### config.mk
export PLATFORM = sky130hd
export DESIGN_NAME = csw_decoder
export DESIGN_NICKNAME = d
export VERILOG_FILES = /design/src/rtl/csw_pkg.sv /design/src/rtl/csw_regfile.sv /design/src/rtl/csw_match.sv /design/src/rtl/csw_select.sv /design/src/rtl/csw_decoder.sv
export SDC_FILE = /design/constraint.sdc
export NUM_CORES = 1
export LEC_CHECK = 0
export BUFFER_PORTS_ARGS = -buffer_cell sky130_fd_sc_hd__clkbuf_2
export CORE_ASPECT_RATIO = 1.5
export CORE_MARGIN = 2
export CORE_UTILIZATION = 35
export CTS_CLUSTER_SIZE = 16
export DETAILED_ROUTE_END_ITERATION = 12
export PLACE_DENSITY = 0.64
export SYNTH_ARGS = -nofsm -noshare
export SYNTH_HDL_FRONTEND = slang
export SYNTH_SLANG_ARGS = --single-unit
### constraint.sdc
create_clock -name clk -period 8 [get_ports clk]
set_input_delay 0.8 -clock clk [delete_from_list [all_inputs] [get_ports clk]]
set_output_delay 0.8 -clock clk [all_outputs]
set_load 0.05 [all_outputs]
### src/rtl/csw_pkg.sv
package csw_pkg;

    // Register field positions (the register format is software-visible)
    localparam int BASE_LO_MSB = 31;
    localparam int BASE_LO_LSB = 24;
    localparam int BASE_HI_MSB = 3;
    localparam int SIZE_EN_BIT = 0;
    localparam int SIZE_CS_MSB = 4;
    localparam int SIZE_CS_LSB = 2;

    typedef struct packed {
        logic       en;
        logic [2:0] csf;
        logic [7:0] szm1;
        logic [7:0] blo;
        logic [3:0] bhi;
    } win_cfg_t;

    function automatic logic [31:0] base_word(input win_cfg_t c);
        return {c.blo, 20'd0, c.bhi};
    endfunction

    function automatic logic [31:0] size_word(input win_cfg_t c);
        return {c.szm1, 19'd0, c.csf, 1'b0, c.en};
    endfunction

endpackage

### src/rtl/csw_regfile.sv
module csw_regfile
    import csw_pkg::*;
#(
    parameter int NUM_WIN = 4,
    parameter int REG_AW  = 6
) (
    input  logic              clk,
    input  logic              rst_n,
    input  logic              wr,
    input  logic [REG_AW-1:0] addr,
    input  logic [31:0]       wdata,
    output logic [31:0]       rdata,
    output win_cfg_t          cfg [NUM_WIN]
);
    localparam int WORD_W = REG_AW - 2;

    logic [WORD_W-1:0] word;
    logic [WORD_W-2:0] win_idx;
    logic              is_size;
    logic              in_range;

    assign word     = addr[REG_AW-1:2];
    assign win_idx  = word[WORD_W-1:1];
    assign is_size  = word[0];
    assign in_range = (int'(win_idx) < NUM_WIN);

    for (genvar g = 0; g < NUM_WIN; g++) begin : g_win
        always_ff @(posedge clk) begin
            if (!rst_n) begin
                cfg[g] <= '0;
            end else if (wr && in_range && int'(win_idx) == g) begin
                if (is_size) begin
                    cfg[g].en   <= wdata[SIZE_EN_BIT];
                    cfg[g].csf  <= wdata[SIZE_CS_MSB:SIZE_CS_LSB];
                    cfg[g].szm1 <= wdata[31:24];
                end else begin
                    cfg[g].blo  <= wdata[BASE_LO_MSB:BASE_LO_LSB];
                    cfg[g].bhi  <= wdata[BASE_HI_MSB:0];
                end
            end
        end
    end

    always_comb begin
        rdata = '0;
        for (int i = 0; i < NUM_WIN; i++) begin
            if (in_range && int'(win_idx) == i)
                rdata = is_size ? size_word(cfg[i]) : base_word(cfg[i]);
        end
    end

endmodule

### src/rtl/csw_match.sv
module csw_match #(
    parameter int UNIT_W = 12
) (
    input  logic              en,
    input  logic [7:0]        szm1,
    input  logic [7:0]        blo,
    input  logic [3:0]        bhi,
    input  logic [UNIT_W-1:0] addr_unit,
    output logic              hit,
    output logic              visible
);
    logic [UNIT_W:0] base_u;
    logic [UNIT_W:0] end_u;
    logic [UNIT_W:0] a_u;

    assign base_u  = {1'b0, bhi, blo};
    assign end_u   = base_u + {{(UNIT_W-7){1'b0}}, szm1} + 1'b1;
    assign a_u     = {1'b0, addr_unit};
    assign hit     = en && (a_u >= base_u) && (a_u < end_u);
    assign visible = en && (bhi == 4'd0);

endmodule

### src/rtl/csw_select.sv
module csw_select #(
    parameter int NUM_WIN = 4,
    parameter int IDX_W   = 2,
    parameter int CNT_W   = 3
) (
    input  logic [NUM_WIN-1:0] hits,
    input  logic [NUM_WIN-1:0] vis,
    output logic               any_hit,
    output logic [IDX_W-1:0]   win,
    output logic [IDX_W-1:0]   slot,
    output logic               win_vis,
    output logic [CNT_W-1:0]   vis_count
);
    always_comb begin
        any_hit = 1'b0;
        win     = '0;
        slot    = '0;
        win_vis = 1'b0;
        for (int i = NUM_WIN - 1; i >= 0; i--) begin
            if (hits[i]) begin
                any_hit = 1'b1;
                win     = IDX_W'(i);
                win_vis = vis[i];
            end
        end
        for (int j = 0; j < NUM_WIN; j++) begin
            if (any_hit && win_vis && vis[j] && (j < int'(win)))
                slot = slot + 1'b1;
        end
    end

    always_comb begin
        vis_count = '0;
        for (int k = 0; k < NUM_WIN; k++)
            vis_count = vis_count + CNT_W'(vis[k]);
    end

endmodule

### src/rtl/csw_decoder.sv
module csw_decoder
    import csw_pkg::*;
#(
    parameter int NUM_WIN   = 4,
    parameter int ADDR_W    = 36,
    parameter int GRAN_LOG2 = 24,
    parameter bit COHERENT  = 1'b0
) (
    input  logic        clk,
    input  logic        rst_n,
    input  logic        reg_wr,
    input  logic [5:0]  reg_addr,
    input  logic [31:0] reg_wdata,
    output logic [31:0] reg_rdata,
    input  logic        lk_valid,
    input  logic [35:0] lk_addr,
    output logic        res_valid,
    output logic        res_hit,
    output logic [1:0]  res_cs,
    output logic [7:0]  res_attr,
    output logic [1:0]  res_slot,
    output logic        res_dev,
    output logic [2:0]  dev_count
);
    localparam int UNIT_W = ADDR_W - GRAN_LOG2;
    localparam int IDX_W  = $clog2(NUM_WIN);
    localparam int CNT_W  = $clog2(NUM_WIN + 1);

    win_cfg_t           cfg [NUM_WIN];
    logic [NUM_WIN-1:0] hits;
    logic [NUM_WIN-1:0] vis;
    logic               any_hit;
    logic [IDX_W-1:0]   win;
    logic [IDX_W-1:0]   slot;
    logic               win_vis;
    logic [CNT_W-1:0]   vis_count;
    logic [7:0]         attr_n;

    csw_regfile #(.NUM_WIN(NUM_WIN), .REG_AW(6)) u_regs (
        .clk   (clk),
        .rst_n (rst_n),
        .wr    (reg_wr),
        .addr  (reg_addr),
        .wdata (reg_wdata),
        .rdata (reg_rdata),
        .cfg   (cfg)
    );

    for (genvar g = 0; g < NUM_WIN; g++) begin : g_match
        csw_match #(.UNIT_W(UNIT_W)) u_match (
            .en        (cfg[g].en),
            .szm1      (cfg[g].szm1),
            .blo       (cfg[g].blo),
            .bhi       (cfg[g].bhi),
            .addr_unit (lk_addr[ADDR_W-1:GRAN_LOG2]),
            .hit       (hits[g]),
            .visible   (vis[g])
        );
    end

    csw_select #(.NUM_WIN(NUM_WIN), .IDX_W(IDX_W), .CNT_W(CNT_W)) u_sel (
        .hits      (hits),
        .vis       (vis),
        .any_hit   (any_hit),
        .win       (win),
        .slot      (slot),
        .win_vis   (win_vis),
        .vis_count (vis_count)
    );

    always_comb begin
        attr_n = 8'h0F & ~(8'h01 << win);
        if (COHERENT)
            attr_n = attr_n | 8'h10;
        if (!any_hit)
            attr_n = 8'h00;
    end

    assign dev_count = vis_count;

    always_ff @(posedge clk) begin
        if (!rst_n) begin
            res_valid <= 1'b0;
            res_hit   <= 1'b0;
            res_cs    <= '0;
            res_attr  <= '0;
            res_slot  <= '0;
            res_dev   <= 1'b0;
        end else begin
            res_valid <= lk_valid;
            if (lk_valid) begin
                res_hit  <= any_hit;
                res_cs   <= win;
                res_attr <= attr_n;
                res_slot <= slot;
                res_dev  <= any_hit && win_vis;
            end
        end
    end

endmodule

==> run metrics <==
layout net count=1,368; drt total wl=25,800 um; min-delay worst type=reg2reg; Post-synth ARST share=0%; dpl ws=3250 ps; r2r setup slk=3090 ps; Core Area=25,700 um2; Final ANT Viol Nets=0; n_diodes=0; starting density of the core=35.4%; clock buffer count from CTS=9; largest net degree at the start of global routing=108; worst reg2reg path depth=21; Residual DRC=0; FMAX=204 MHz; floorplan row count=72; IO buf count=59; Crit path required time=8280 ps; final period utilization=61.4%; Max Transition Viols Final=0; Worst Setup End Kind=flip-flop; Worst Tran Pin Value=1210 ps; die area=27,300 um2; yosys warns=0; number of flops mapped to enable cells by yosys=0; RSZ-0062 raised after global routing=no; clk sink count=107; syn avg cell area=8.01 um2; vias in the first global route=7,620; max incr delay on CP=490 ps; Top delay family on crit path=compound AO/OA/AOI/OAI gates; # resized after CTS=0; most common cell after layout, fill and taps aside=nand2_1; cell area after layout=9850 um2; area leader, netlist=dfxtp_1; # setup viols final=0; CTS tree=yes; Vias per Instance=5.26; Area Growth Syn to Fin=8.25%; Power Density=125 nW/um2; clock slew at reported path FFs=90 ps; Hold EP=u_regs.cfg[92]; Max-slew headroom=19.2%; DR vias=7,871; leak pwr=0.00389 uW; top cell type's share of synthesized area=23.5%; Mapped Area=9100 um2; die height=202 um; wire per inst=17.2 um; Hold Vio Cnt, Final=0; Worst-Skew Late Latency=360 ps; most frequent cells in the layout=nand2_1 (165), ha_1 (128), dfxtp_1 (107); Detailed Routing Iterations Pass 1=5; Initial DRC Count=354; final worst slack=3090 ps; Critical path buffers and inverters=0; CP max stage cell=a211oi_4; GRT overflow=0; die width=136 um; reg2reg end=res_slot[0]; Total GRT Usage=19.0%; CP Launch Type=flip-flop; Critical Path AT=5190 ps; top_reg_cell synth=dfxtp_1; Netlist cell types=63; Post-CTS Hold Buffers=0; CP cell instances=ha_1, nor2b_1, o21ai_0, a21oi_1, o21ai_0, a21oi_1, o21ai_0, nand2b_1, xnor2_1, ha_1, and3_1, a221o_1, nand2_1, a31oi_1, a211oi_4, a21oi_2, a221o_1, or3_1, ha_1, and3_1, nor3_1; instance area after placement=9560 um2; status=finished, final reports clean; IO Count=128; R2R Path Start=u_regs.cfg[61]; Setup CP Type=reg2reg; Cells after Synth=1,136; WHS Path Cells=2; max-cap viol count=0; RD Place Congestion=0.939; Setup Fix Bufs, Post-CTS=0; Max VDD drop=0.107 mV; sequential area share after synthesis=23.5%; setup TNS=0 ps; Clock Path Buffers=2; global-route wire length before repair=40,800 um; CTS root buffer=clkbuf_16; HPWL after detailed placement=20,300 um; critical path peak fanout=8; share of layout cells above drive strength 1=8.78%; synth top area cells=dfxtp_1 (24%), ha_1 (18%), mux2i_1 (7.8%); initial antenna violation count=0; worst hold slack=468 ps; min Tclk post-route=4910 ps; H-tree depth=3; min-delay src=u_regs.cfg[92]; Final Skew=14.0 ps; #FFs+latches synth=107
-- worst max path at each step --
stage,startpoint,to,slack (ps),cells after the start
global placement,u_regs.cfg[28],res_slot[0],3240,20
CTS,u_regs.cfg[61],res_slot[0],3140,21
finish,u_regs.cfg[61],res_slot[0],3090,21
floorplan,reg_addr[2],reg_rdata[1],3280,4
detailed placement,u_regs.cfg[5],res_slot[0],3250,21
global route,u_regs.cfg[5],res_slot[0],2590,21
-- cells in the mapped netlist (28+ instances only) --
| master | number |
|---|---|
| o21ai_0 | 62 |
| mux2i_1 | 71 |
| clkbuf_1 | 47 |
| dfxtp_1 | 107 |
| a21oi_1 | 39 |
| nor2b_1 | 50 |
| inv_1 | 82 |
| nand3_1 | 38 |
| ha_1 | 128 |
| nand2_1 | 165 |
| a21boi_0 | 64 |
| xnor2_1 | 28 |
-- worst register-to-register path: stages, from the launching register on --
cell	delay [ps]
dfxtp_1	400
ha_1	250
nor2b_1	130
o21ai_0	240
a21oi_1	140
o21ai_0	220
a21oi_1	150
o21ai_0	170
nand2b_1	90
xnor2_1	130
ha_1	290
and3_1	160
a221o_1	300
nand2_1	70
a31oi_1	150
a211oi_4	490
a21oi_2	50
a221o_1	410
or3_1	370
ha_1	290
and3_1	170
nor3_1	150
-- metal layers --
layer / global-route usage [%] / part of all wire, % / vias to the layer above
li1: - / - / 3948
met1: 22.5 / 41 / 3663
met2: 34.3 / 51 / 199
met3: 2.60 / 4.2 / 61
met4: 7.51 / 3.7 / 0
met5: 0 / 0 / -
-- per-stage QoR --
step | total power (uW) | utilization, % | cells
6_report | 1230 | 38.4 | 1495
5_1_grt | 1280 | 38.4 | 1495
4_1_cts | 1240 | 38.4 | 1495
3_5_place_dp | 788 | 37.2 | 1479
3_3_place_gp | 784 | 37.2 | 1479
2_1_floorplan | 730 | - | 1158
-- power by group --
part	total, uW	switching, uW	internal [uW]	leakage [uW]
registers	548	7.56	540	0.000865
logic	229	155	73.5	0.00288
clock network	454	233	221	0.000145
total	1230	396	835	0.00389
-- area by class of cell --
class,instances,area [um2]
well taps,333,417
clock inverters,7,66.3
repair buffers,65,340
multi-input cells,887,6330
inverters,87,327
flip-flops and latches,107,2140
fillers,2660,15800
clock buffers,9,225
-- registers in the layout, summed over array words and instances (netlist names) --
| signal | flops |
|---|---|
| res_attr | 4 |
| res_cs | 2 |
| res_dev | 1 |
| res_hit | 1 |
| res_slot | 2 |
| res_valid | 1 |
| u_regs.cfg | 96 |
-- kinds of logic after synthesis --
logic type      synth area share (%)
simple gates                    19.9
other cells                   0.0412
buf+inv                         7.77
compound gates                  19.1
xor+xnor                        3.18
fa+ha+maj                       18.7
mux                             7.81
flops                           23.5
(Power assumes the default switching activity.)
